<file path="config.mk">
export PLATFORM = sky130hd
export DESIGN_NAME = raster_timing_gen
export DESIGN_NICKNAME = d
export VERILOG_FILES = /design/src/rtl/raster_timing_pkg.sv /design/src/rtl/raster_wrap_counter.sv /design/src/rtl/raster_sync_decode.sv /design/src/rtl/raster_frame_flag.sv /design/src/rtl/raster_timing_gen.sv
export SDC_FILE = /design/constraint.sdc
export NUM_CORES = 1
export LEC_CHECK = 0
export ABC_AREA = 1
export CORE_MARGIN = 4
export CORE_UTILIZATION = 40
export DETAILED_ROUTE_END_ITERATION = 6
export GPL_TIMING_DRIVEN = 0
export PLACE_DENSITY = 0.65
export SLEW_MARGIN = 20
export SYNTH_ARGS = -nofsm -noshare
export SYNTH_HDL_FRONTEND = slang
export SYNTH_SLANG_ARGS = --single-unit
</file>
<file path="constraint.sdc">
create_clock -name clk_i -period 1.6 [get_ports clk_i]
set_input_delay 0.32 -clock clk_i [delete_from_list [all_inputs] [get_ports clk_i]]
set_output_delay 0.32 -clock clk_i [all_outputs]
set_load 0.05 [all_outputs]
</file>
<file path="src/rtl/raster_timing_pkg.sv">
package raster_timing_pkg;
  localparam int DEF_LINE_LEN    = 1024;
  localparam int DEF_FRAME_LINES = 312;
  localparam int DEF_HS_END      = 75;
  localparam int DEF_VS_END_LINE = 2;
  localparam int DEF_VS_END_POS  = 512;
  localparam int DEF_ACT_Y0      = 38;
  localparam int DEF_ACT_LINES   = 256;
  localparam int DEF_ACT_X0      = 256;
  localparam int DEF_ACT_W       = 640;
endpackage

</file>
<file path="src/rtl/raster_wrap_counter.sv">
module raster_wrap_counter #(
  parameter int MOD = 1024,
  localparam int W = $clog2(MOD)
) (
  input  logic         clk_i,
  input  logic         rst_ni,
  input  logic         step_i,
  output logic [W-1:0] cnt_o,
  output logic [W-1:0] cnt_nxt_o,
  output logic         last_o
);
  localparam logic [W-1:0] LAST = W'(MOD - 1);

  assign last_o = (cnt_o == LAST);

  always_comb begin
    cnt_nxt_o = cnt_o;
    if (step_i) cnt_nxt_o = last_o ? '0 : cnt_o + 1'b1;
  end

  always_ff @(posedge clk_i or negedge rst_ni) begin
    if (!rst_ni) cnt_o <= '0;
    else         cnt_o <= cnt_nxt_o;
  end

  assert_wrap_R1: assert property (@(posedge clk_i) disable iff (!rst_ni)
    (step_i && cnt_o == LAST) |=> (cnt_o == '0));
  assert_hold_R1: assert property (@(posedge clk_i) disable iff (!rst_ni)
    !step_i |=> $stable(cnt_o));
endmodule

</file>
<file path="src/rtl/raster_sync_decode.sv">
module raster_sync_decode #(
  parameter int XW          = 10,
  parameter int YW          = 9,
  parameter int HS_END      = 75,
  parameter int VS_END_LINE = 2,
  parameter int VS_END_POS  = 512,
  parameter int ACT_Y0      = 38,
  parameter int ACT_LINES   = 256,
  parameter int ACT_X0      = 256,
  parameter int ACT_W       = 640
) (
  input  logic          clk_i,
  input  logic          rst_ni,
  input  logic [XW-1:0] x_nxt_i,
  input  logic [YW-1:0] y_nxt_i,
  output logic          hsync_no,
  output logic          vsync_no,
  output logic          active_o
);
  localparam logic [XW-1:0] HS_X   = XW'(HS_END);
  localparam logic [YW-1:0] VS_Y   = YW'(VS_END_LINE);
  localparam logic [XW-1:0] VS_X   = XW'(VS_END_POS);
  localparam logic [YW-1:0] AY_LO  = YW'(ACT_Y0);
  localparam logic [YW-1:0] AY_HI  = YW'(ACT_Y0 + ACT_LINES - 1);
  localparam logic [XW-1:0] AX_LO  = XW'(ACT_X0);
  localparam logic [XW-1:0] AX_HI  = XW'(ACT_X0 + ACT_W - 1);

  logic hs_low, vs_low, in_win;

  always_comb begin
    hs_low = (x_nxt_i < HS_X);
    // vsync released mid-line at VS_X of line VS_Y
    vs_low = (y_nxt_i < VS_Y) || ((y_nxt_i == VS_Y) && (x_nxt_i < VS_X));
    in_win = (y_nxt_i >= AY_LO) && (y_nxt_i <= AY_HI) &&
             (x_nxt_i >= AX_LO) && (x_nxt_i <= AX_HI);
  end

  always_ff @(posedge clk_i or negedge rst_ni) begin
    if (!rst_ni) begin
      hsync_no <= 1'b1;
      vsync_no <= 1'b1;
      active_o <= 1'b0;
    end else begin
      hsync_no <= !hs_low;
      vsync_no <= !vs_low;
      active_o <= in_win;
    end
  end
endmodule

</file>
<file path="src/rtl/raster_frame_flag.sv">
module raster_frame_flag #(
  parameter int XW       = 10,
  parameter int YW       = 9,
  parameter int SET_LINE = 294
) (
  input  logic          clk_i,
  input  logic          rst_ni,
  input  logic [XW-1:0] x_nxt_i,
  input  logic [YW-1:0] y_nxt_i,
  input  logic          ack_i,
  output logic          flag_o
);
  localparam logic [YW-1:0] SET_Y = YW'(SET_LINE);

  logic hit_set, hit_clr;
  assign hit_set = (x_nxt_i == '0) && (y_nxt_i == SET_Y);
  assign hit_clr = (x_nxt_i == '0) && (y_nxt_i == '0);

  always_ff @(posedge clk_i or negedge rst_ni) begin
    if (!rst_ni)                flag_o <= 1'b0;
    else if (hit_set)           flag_o <= 1'b1;  // set beats acknowledge
    else if (hit_clr || ack_i)  flag_o <= 1'b0;
  end
endmodule

</file>
<file path="src/rtl/raster_timing_gen.sv">
module raster_timing_gen
  import raster_timing_pkg::*;
#(
  parameter int LINE_LEN    = DEF_LINE_LEN,
  parameter int FRAME_LINES = DEF_FRAME_LINES,
  parameter int HS_END      = DEF_HS_END,
  parameter int VS_END_LINE = DEF_VS_END_LINE,
  parameter int VS_END_POS  = DEF_VS_END_POS,
  parameter int ACT_Y0      = DEF_ACT_Y0,
  parameter int ACT_LINES   = DEF_ACT_LINES,
  parameter int ACT_X0      = DEF_ACT_X0,
  parameter int ACT_W       = DEF_ACT_W,
  localparam int XW = $clog2(LINE_LEN),
  localparam int YW = $clog2(FRAME_LINES)
) (
  input  logic          clk_i,
  input  logic          rst_ni,
  input  logic          irq_ack_i,
  output logic          hsync_no,
  output logic          vsync_no,
  output logic [XW-1:0] pos_x_o,
  output logic [YW-1:0] pos_y_o,
  output logic          active_o,
  output logic          frame_irq_o
);
  localparam int IRQ_LINE = ACT_Y0 + ACT_LINES;
  localparam logic [XW-1:0] X_LAST = XW'(LINE_LEN - 1);
  localparam logic [XW-1:0] HS_X   = XW'(HS_END);
  localparam logic [YW-1:0] VS_Y   = YW'(VS_END_LINE);
  localparam logic [XW-1:0] VS_X   = XW'(VS_END_POS);
  localparam logic [YW-1:0] IRQ_Y  = YW'(IRQ_LINE);

  logic [XW-1:0] x_nxt;
  logic [YW-1:0] y_nxt;
  logic          x_last, y_last;

  raster_wrap_counter #(.MOD(LINE_LEN)) u_hcnt (
    .clk_i, .rst_ni, .step_i(1'b1),
    .cnt_o(pos_x_o), .cnt_nxt_o(x_nxt), .last_o(x_last)
  );

  raster_wrap_counter #(.MOD(FRAME_LINES)) u_vcnt (
    .clk_i, .rst_ni, .step_i(x_last),
    .cnt_o(pos_y_o), .cnt_nxt_o(y_nxt), .last_o(y_last)
  );

  raster_sync_decode #(
    .XW(XW), .YW(YW), .HS_END(HS_END), .VS_END_LINE(VS_END_LINE),
    .VS_END_POS(VS_END_POS), .ACT_Y0(ACT_Y0), .ACT_LINES(ACT_LINES),
    .ACT_X0(ACT_X0), .ACT_W(ACT_W)
  ) u_sync (
    .clk_i, .rst_ni, .x_nxt_i(x_nxt), .y_nxt_i(y_nxt),
    .hsync_no, .vsync_no, .active_o
  );

  raster_frame_flag #(.XW(XW), .YW(YW), .SET_LINE(IRQ_LINE)) u_flag (
    .clk_i, .rst_ni, .x_nxt_i(x_nxt), .y_nxt_i(y_nxt),
    .ack_i(irq_ack_i), .flag_o(frame_irq_o)
  );

  assert_line_adv_R1: assert property (@(posedge clk_i) disable iff (!rst_ni)
    (x_last && !y_last) |=> (pos_y_o == $past(pos_y_o) + 1'b1));
  assert_frame_wrap_R1: assert property (@(posedge clk_i) disable iff (!rst_ni)
    (x_last && y_last) |=> (pos_y_o == '0));
  assert_hs_high_R2: assert property (@(posedge clk_i) disable iff (!rst_ni)
    (pos_x_o == HS_X) |-> hsync_no);
  assert_hs_low_R2: assert property (@(posedge clk_i) disable iff (!rst_ni)
    (pos_x_o == XW'(1)) |-> !hsync_no);
  assert_vs_release_R3: assert property (@(posedge clk_i) disable iff (!rst_ni)
    (pos_y_o == VS_Y && pos_x_o == VS_X) |-> vsync_no);
  assert_vs_rise_R3: assert property (@(posedge clk_i) disable iff (!rst_ni)
    $rose(vsync_no) |-> (pos_y_o == VS_Y && pos_x_o == VS_X));
  assert_win_R4: assert property (@(posedge clk_i) disable iff (!rst_ni)
    active_o |-> (pos_x_o >= XW'(ACT_X0) && pos_y_o >= YW'(ACT_Y0)));
  assert_irq_set_R5: assert property (@(posedge clk_i) disable iff (!rst_ni)
    (pos_x_o == '0 && pos_y_o == IRQ_Y) |-> frame_irq_o);
  assert_irq_clr_R5: assert property (@(posedge clk_i) disable iff (!rst_ni)
    (pos_x_o == '0 && pos_y_o == '0) |-> !frame_irq_o);
  assert_ack_R6: assert property (@(posedge clk_i) disable iff (!rst_ni)
    (irq_ack_i && !(x_last && pos_y_o == IRQ_Y - 1'b1)) |=> !frame_irq_o);
  assert_ack_lose_R7: assert property (@(posedge clk_i) disable iff (!rst_ni)
    (x_last && pos_y_o == IRQ_Y - 1'b1) |=> frame_irq_o);
  assert_x_step_R9: assert property (@(posedge clk_i) disable iff (!rst_ni)
    !x_last |=> (pos_x_o == $past(pos_x_o) + 1'b1));
endmodule

</file>
Word-level counts from Yosys, hierarchy flattened:

Cells that the tools add are included.

* register bits after elaboration: 23
* input bits: 3

* $add $sub $neg: 2
* order comparisons: 7
* equal/unequal tests: 4
* multiplexer cells: 5
* reductions and logical operators: 13

Operator list (number)
* $eq A9 B9 Y1 const B: 2
* $mux W9: 2
* $add A10 B1 Y10 const B: 1
* $eq A10 B10 Y1 const B: 1
* $ge A10 B9 Y1 const B: 1
* $le A10 B10 Y1 const B: 1
* $logic_not A10 Y1: 1
* $lt A10 B10 Y1 const B: 1
* $lt A10 B7 Y1 const B: 1
* $mux W10: 1
* $add A9 B1 Y9 const B: 1
* $eq A9 B2 Y1 const B: 1
* $ge A9 B6 Y1 const B: 1
* $le A9 B9 Y1 const B: 1
* $logic_not A9 Y1: 1
* $lt A9 B2 Y1 const B: 1
* $logic_and A1 B1 Y1: 6
* $logic_not A1 Y1: 2
* $logic_or A1 B1 Y1: 2
* $mux W1: 2
* $reduce_bool A2 Y1: 1

Logic depth before layout (Yosys ltp):

Gate-level depths: netlist (run 1).

* depth in word-level cells: 8
* gate-level depth with buffers: 15

Modules after synthesis:

A second synthesis (run 1) with hierarchy kept.

* cell total of the unflattened synthesis: 203
* area total of the unflattened synthesis: 1441.4 um^2

Modules (own cells, without submodules)
* raster_wrap_counter at u_vcnt: times used 1, cells each 74, area each 539.3 um^2, seq. area each 225.2 um^2
* raster_wrap_counter at u_hcnt: times used 1, cells each 65, area each 531.8 um^2, seq. area each 250.2 um^2
* raster_sync_decode: times used 1, cells each 37, area each 231.5 um^2, seq. area each 77.6 um^2
* raster_frame_flag: times used 1, cells each 26, area each 135.1 um^2, seq. area each 25.0 um^2
* raster_timing_gen: times used 1, cells each 1, area each 3.8 um^2, seq. area each 0.0 um^2

Least setup slack after synthesis (run 1):

Ideal clock, no wire load.

* path type: register -> register
* from: register u_hcnt.cnt_o[1]
* to: register u_flag.flag_o
* setup time: 116 ps
* data arrival time: 1957 ps
* slack: -474 ps
* cell stages (with the launch flop): 13
* buffers on the path: 0
* clock period less this slack: 2074 ps
* cell sequence: dfrtp_1 -> ha_1 -> nand2_2 -> nor2_4 -> nand2_2 -> nor2_8 -> nand2_1 -> nand2_2 -> nand3_1 -> nor2_2 -> nand3_1 -> nand2_1 -> nand2_1

* cells in the longest elaborated chain, start to end: 6
* elaborated cells between the ends (all ways): 12
* those cells by class: 1 x add/sub; 2 x eq/ne; 3 x mux; 6 x reduce/logical

RTL lines
* from (decl): line raster_wrap_counter.sv:8 `output logic [W-1:0] cnt_o,`
* from (signal assigned): line raster_wrap_counter.sv:23 `else cnt_o <= cnt_nxt_o;`
* $add A10 B1 Y10 / $eq A10 B10 Y1 (equally long branches): line raster_wrap_counter.sv:18, raster_wrap_counter.sv:14
* $mux W10 / $mux W9 (equally long branches): line raster_wrap_counter.sv:18 `if (step_i) cnt_nxt_o = last_o ? '0 : cnt_o + 1'b1;`
* $logic_not A10 Y1 / $logic_not A9 Y1 (equally long branches): line raster_frame_flag.sv:16, raster_frame_flag.sv:17
* $logic_and A1 B1 Y1: line raster_frame_flag.sv:17 `assign hit_clr = (x_nxt_i == '0) && (y_nxt_i == '0);`
* $logic_or A1 B1 Y1: line raster_frame_flag.sv:22 `else if (hit_clr || ack_i) flag_o <= 1'b0;`
* $reduce_bool A2 Y1 (no line)
* to (signal assigned): line raster_frame_flag.sv:20 `if (!rst_ni) flag_o <= 1'b0;`
* to (signal assigned): line raster_frame_flag.sv:21 `else if (hit_set) flag_o <= 1'b1;`
* to (signal assigned): line raster_frame_flag.sv:22
* to (decl): line raster_frame_flag.sv:11 `output logic flag_o`

Parallel ways exist; a longest one is shown, timed or not.
A chain may end at the register's enable or synchronous reset.

Final worst setup path (run 1):

* from: register u_hcnt.cnt_o[0]
* to: register u_flag.flag_o

The elaborated chain is that of the path after synthesis.

==> results.md, run 1 <==
- Power Density: 483 nW/um^2
- Overflow after GRT: 0
- Initial DRC Count: 48
- Comb power frac: 0.015
- Failing checks: setup timing
- Cell taking the most area after synthesis: dfrtp_1
- Reg2reg end: u_flag.flag_o
- Gpl congestion: 0.798
- CTS Buf Count: 3
- FF-to-FF path depth: 13
- Hold_ws: 0.0277 ns
- Design Power: 0.000955 W
- Max-slew violation count: 0
- Core area: 3690 sq um
- Reg2reg start: u_hcnt.cnt_o[0]
- Flip-flop and latch count after synthesis: 23
- Peak VDD IR: 0.000511 V
- Share of cells above drive strength 1: 0.279
- Startpoint types: register
- Number of max-cap violations: 0
- CTS sink cnt: 23
- Yosys top cell area share: 0.344
- CTS hold repair buffers: 0
- Area Growth Syn to Fin: 29.5%
- DIE HEIGHT: 69.8 um
- Port Buffer Count: 25
- CTS root buffer: clkbuf_8
- Outcome: complete, but fails checks
- Fin crit share: 1.10
- Final WL: 3440 um
- Initial Util: 0.414
- RSZ-0062 raised after global routing: yes
- WL per Instance: 11.7 um
- CTS tree: built
- Worst Hold Class: in2async
- R2R setup slack: -0.16 ns
- HPWL after detailed placement: 2580 um
- Std-Cell Rows: 22
- Initial DRT Pass Iterations: 4
- Skew-Pair Late Insertion Delay: 0.26 ns
- Sw frac: 0.202
- First-pass GRT wire length: 6020 um
- Vias in the first global route: 1367
- Post-Layout Cell Count: 295
- CP Max Fanout: 10
- Final setup vio count: 3
- Bufs on Longest Clock Path: 2
- Syn avg cell area: 7.17 sq um
- Post-synthesis sequential area ratio: 0.378
- Setup Crit Path Kind: reg2reg
- Clock H-tree levels: 1
- Slowest CP cell: dfrtp_2
- Mapped cell area: 1530 sq um
- DRC violation count after routing: 0
- Avg Vias per Cell: 4.79
- Critical path buffers and inverters: 2
- Max frequency: 569 MHz
- Pin count of the biggest net entering global routing: 24
- Final core utilization: 0.536
- Cell family with most CP delay: simple AND/OR/NAND/NOR gates
- Reg clk slew, reported paths: 0.08 ns
- CP Depth: 13
- Antenna Nets Post-Route: 0
- Worst Path Arrival: 1.92 ns
- Sw Pwr: 0.000193 W
- Final min period: 1.76 ns
- Critical path's largest stage delay: 0.42 ns
- Final Hold Viols: 0
- CP endpoint kind: register
- Critical path required time: 1.76 ns
- Antenna Cells: 0
- Top cells by area, synth: dfrtp_1, nand2_1, inv_1, nand3_1, nand2_2
- Mapped Nets: 220
- Yosys warns: 0
- Pint: 0.000761 W
- Part of the power in registers: 0.608
- Worst slew pin tran: 0.528 ns
- Initial antenna violation count: 0
- Synth unique cells: 28
- Post-Route Skew: 0.00168 ns
- Tot GR Track Use: 0.149
- IO Pins: 26
- Syn Inst Count: 213
- Die Area: 4870 sq um
- Via count: 1413
- Width of the die: 69.8 um
- Worst path cell trace: ha_4 > nand2_4 > nor2_4 > nand3_4 > buf_8 > nand2_4 > inv_2 > a21oi_2 > nand3_1 > nor2_2 > nand3_1 > nand2_1 > nand2_1
- Leading cell type in the layout, fill and taps excluded: nand2_1
- Slew headroom: 0.648
- Most frequent cells in the layout: nand2_1, inv_1, nand3_1
- Placed insts: 286
- Leak: 1.12 nW
- Slack of the critical path: -0.156 ns
- Final #Nets: 255
- Clock power frac: 0.376
## area by class of cell
type	count	area (sq um)
fill	382	1710
multi-input combinational	154	882
sequential	23	592
timing repair buffer	29	249
inverter	36	135
tap	48	60.1
clock buffer	4	45.0
buffer	1	15.0
## timing repair
item	4_1_cts	5_1_grt
setup buffers	4	0
gates resized for setup	45	10
gates cloned	1	0
pin swaps	9	2
endpoints found under the setup margin	26	9
## Yosys cell counts (all sizes together)
cell,count
a21o,2
a21oi,2
buf,1
dfrtp,21
dfstp,2
ha,4
inv,36
nand2,76
nand3,27
nand3b,1
nand4,4
nor2,26
nor3,2
o21ai,6
or2,1
xnor2,1
xor2,1
## per-layer routing
layer	up-vias	wire length, um	track usage
li1	732	-	-
met1	642	1790	0.220
met2	34	1430	0.213
met3	5	174	0.0333
met4	0	39	0.0468
met5	-	0	0
## flip-flops by register name (all words and copies together) (netlist names)
register	flops
u_flag.flag_o	1
u_vcnt.cnt_o	9
u_sync.vsync_no	1
u_hcnt.cnt_o	10
u_sync.hsync_no	1
u_sync.active_o	1
## cells by family after synthesis
logic type | Yosys count | share of synthesized area
compound gates | 10 | 0.0385
xor+xnor | 2 | 0.0115
fa+ha+maj | 4 | 0.0328
buf+inv | 37 | 0.0958
flops | 23 | 0.378
simple gates | 137 | 0.443
## stage by stage
stage | setup TNS [ns] | cell area (sq um) | setup slack [ns]
5_1_grt | -0.808 | 1980 | -0.326
2_1_floorplan | -0.591 | 1560 | -0.230
4_1_cts | -0.435 | 1980 | -0.200
6_report | -0.330 | 1980 | -0.156
3_3_place_gp | -2.39 | 1870 | -0.217
3_5_place_dp | -2.96 | 1870 | -0.228
## power groups by stage
stage	logic (W)	clock network [W]	registers, W
after global routing	0.0000172	0.000385	0.000581
after floorplan	0.0000000139	0	0.000592
after global placement	0.0000168	0	0.000592
final	0.0000145	0.000359	0.000581
after detailed placement	0.0000171	0	0.000592
after CTS	0.0000169	0.000367	0.000581
## worst max path at each step
stage | start | end | slack, ns
6_report | u_hcnt.cnt_o[0] | u_flag.flag_o | -0.16
2_1_floorplan | u_hcnt.cnt_o[0] | u_flag.flag_o | -0.23
3_5_place_dp | u_hcnt.cnt_o[0] | u_flag.flag_o | -0.23
4_1_cts | u_hcnt.cnt_o[0] | u_flag.flag_o | -0.20
3_3_place_gp | u_hcnt.cnt_o[0] | u_flag.flag_o | -0.22
5_1_grt | u_hcnt.cnt_o[0] | u_flag.flag_o | -0.33
Note: power is estimated with default switching activity, not from simulation.
==> inputs of run 2 (changes only) <==
--- a/config.mk
+++ b/config.mk
@@ -6,7 +6,8 @@
 export NUM_CORES = 1
 export LEC_CHECK = 0
 export ABC_AREA = 1
-export CORE_MARGIN = 4
+export CORE_ASPECT_RATIO = 0.7
+export CORE_MARGIN = 2
 export CORE_UTILIZATION = 40
 export DETAILED_ROUTE_END_ITERATION = 6
 export GPL_TIMING_DRIVEN = 0
==> constraint.sdc (replaced) <==
create_clock -name clk_i -period 1.41 [get_ports clk_i]
set_input_delay 0.282 -clock clk_i [delete_from_list [all_inputs] [get_ports clk_i]]
set_output_delay 0.282 -clock clk_i [all_outputs]
set_load 0.05 [all_outputs]
==> results.md, run 2 (same netlist as run 1, synthesis figures left out) <==
- Power Density: 528 nW/um^2
- Pint: 0.000863 W
- Initial Util: 0.427
- Max-slew violation count: 0
- Port Buffer Count: 25
- Area Growth Syn to Fin: 36.4%
- Width of the die: 77.9 um
- Fill cells: 345
- Avg Vias per Cell: 4.82
- Vias in the first global route: 1290
- Worst slew pin tran: 0.518 ns
- Worst path cell trace: ha_4 > nand2_4 > nor2_4 > nand3_4 > buf_4 > buf_4 > nand2_1 > nand2_2 > nand2_2 > nand2_2 > nand3_1 > nand2_1 > nand2_1 > nor2_2
- Reg clk slew, reported paths: 0.08 ns
- Most frequent cells in the layout: nand2_1, inv_1, nand3_1
- Tot GR Track Use: 0.189
- DIE HEIGHT: 55.7 um
- Critical Path Start: u_hcnt.cnt_o[0]
- Peak VDD IR: 0.000547 V
- Final Hold Viols: 21
- Pin count of the biggest net entering global routing: 24
- Placed insts: 288
- Slowest CP cell: dfrtp_2
- Slack of the critical path: -0.420 ns
- Comb power frac: 0.015
- Number of max-cap violations: 0
- CTS sink cnt: 23
- Antenna Cells: 0
- RSZ-0062 raised after global routing: yes
- Initial DRT Pass Iterations: 7
- Regs by FF count: u_hcnt.cnt_o (10), u_vcnt.cnt_o (9)
- Bufs on Longest Clock Path: 2
- Setup Crit Path Kind: reg2reg
- Leading cell type in the layout, fill and taps excluded: nand2_1
- Clock power frac: 0.386
- Die Area: 4340 sq um
- Post-route cell area: 2080 sq um
- IO Pins: 26
- HPWL after detailed placement: 2810 um
- Worst Path Arrival: 1.99 ns
- CTS tree: built
- WL per Instance: 13.2 um
- Overflow after GRT: 0
- R2R setup slack: -0.42 ns
- Failing checks: hold timing, setup timing
- FF-to-FF path depth: 14
- Number of flip-flops in the largest register: 10
- Critical path required time: 1.57 ns
- Hold_ws: -0.0212 ns
- Share of cells above drive strength 1: 0.424
- Sw Pwr: 0.000238 W
- Worst Hold Class: in2async
- Core area: 3580 sq um
- Part of the power in registers: 0.599
- Reg2reg end: u_sync.active_o
- CTS root buffer: clkbuf_8
- Final WL: 4050 um
- Initial DRC Count: 108
- Final min period: 1.83 ns
- Final setup vio count: 8
- Slew headroom: 0.654
- Clock H-tree levels: 1
- Max frequency: 546 MHz
- CTS Buf Count: 3
- Gpl congestion: 0.844
- Critical path's largest stage delay: 0.42 ns
- Outcome: complete, but fails checks
- Leak: 1.13 nW
- First-pass GRT wire length: 6350 um
- CP Max Fanout: 4
- Reg2reg start: u_hcnt.cnt_o[0]
- DRC violation count after routing: 0
- Fin crit share: 1.30
- Initial antenna violation count: 0
- Sw frac: 0.216
- Post-Layout Cell Count: 307
- Via count: 1480
- Post-Route Skew: 0.00341 ns
- Startpoint types: register
- Biggest register: u_hcnt.cnt_o
- Skew-Pair Late Insertion Delay: 0.27 ns
- CP endpoint kind: register
- Final #Nets: 265
- Placed Area: 1880 sq um
- Antenna Nets Post-Route: 0
- Std-Cell Rows: 18
==> run 2: what timing repair did <==
item,CTS,global route
cloned,1,0
pin swaps,3,8
hold buffers,0,0
setup buffers,9,5
setup endpoints to repair,35,23
gates resized for setup,85,37
==> run 2: power by group through the flow <==
| stage | sequential, W | clock, W | combinational [W] |
|---|---|---|---|
| 6_report | 0.000659 | 0.000425 | 0.0000162 |
| 5_1_grt | 0.000659 | 0.000478 | 0.0000195 |
| 4_1_cts | 0.000659 | 0.000439 | 0.0000190 |
| 3_5_place_dp | 0.000672 | 0 | 0.0000192 |
| 3_3_place_gp | 0.000672 | 0 | 0.0000191 |
| 2_1_floorplan | 0.000672 | 0 | 0.0000000157 |
==> run 2: critical path: cells and delay by family, from the launching register on <==
kind / cells / cell delay, ns
simple gates: 11 / 0.85
fa+ha+maj: 1 / 0.17
buf+inv: 2 / 0.28
flops: 1 / 0.42
==> run 2: worst max path at each step <==
stage / to / slack, ns / depth (start not counted)
final: u_sync.active_o / -0.42 / 14
after global routing: u_sync.active_o / -0.52 / 14
after CTS: u_flag.flag_o / -0.38 / 13
after detailed placement: u_sync.active_o / -0.45 / 12
after global placement: u_sync.active_o / -0.44 / 12
after floorplan: u_flag.flag_o / -0.41 / 11
==> run 2: per-layer routing <==
| layer | vias up | share of wire | global-route usage |
|---|---|---|---|
| li1 | 745 | - | - |
| met4 | 0 | 0.0052 | 0.0306 |
| met3 | 2 | 0.052 | 0.0325 |
| met5 | - | 0 | 0 |
| met2 | 48 | 0.43 | 0.256 |
| met1 | 685 | 0.51 | 0.310 |
==> run 2: layout make-up <==
| class | instances | area [sq um] | share of cell area |
|---|---|---|---|
| Sequential cell | 23 | 593 | 0.285 |
| Buffer | 1 | 20.0 | 0.00960 |
| Inverter | 36 | 135 | 0.0648 |
| Multi-Input combinational cell | 154 | 930 | 0.446 |
| Tap cell | 50 | 62.6 | 0.0300 |
| Clock buffer | 3 | 41.3 | 0.0198 |
| Timing Repair Buffer | 39 | 295 | 0.142 |
| Clock inverter | 1 | 7.51 | 0.00360 |
==> run 2: per-stage QoR <==
step           hold WS, ns  worst slack, ns  utilization  TNS [ns]  power, W
2_1_floorplan      -0.0136           -0.407            -     -2.06  0.000672
4_1_cts              0.594           -0.382        0.571     -1.59   0.00112
5_1_grt             0.0120           -0.523        0.582     -2.80   0.00116
6_report           -0.0212           -0.420        0.582     -1.75   0.00110
3_3_place_gp         0.551           -0.444        0.524     -8.80  0.000691
3_5_place_dp         0.572           -0.455        0.524     -9.00  0.000691
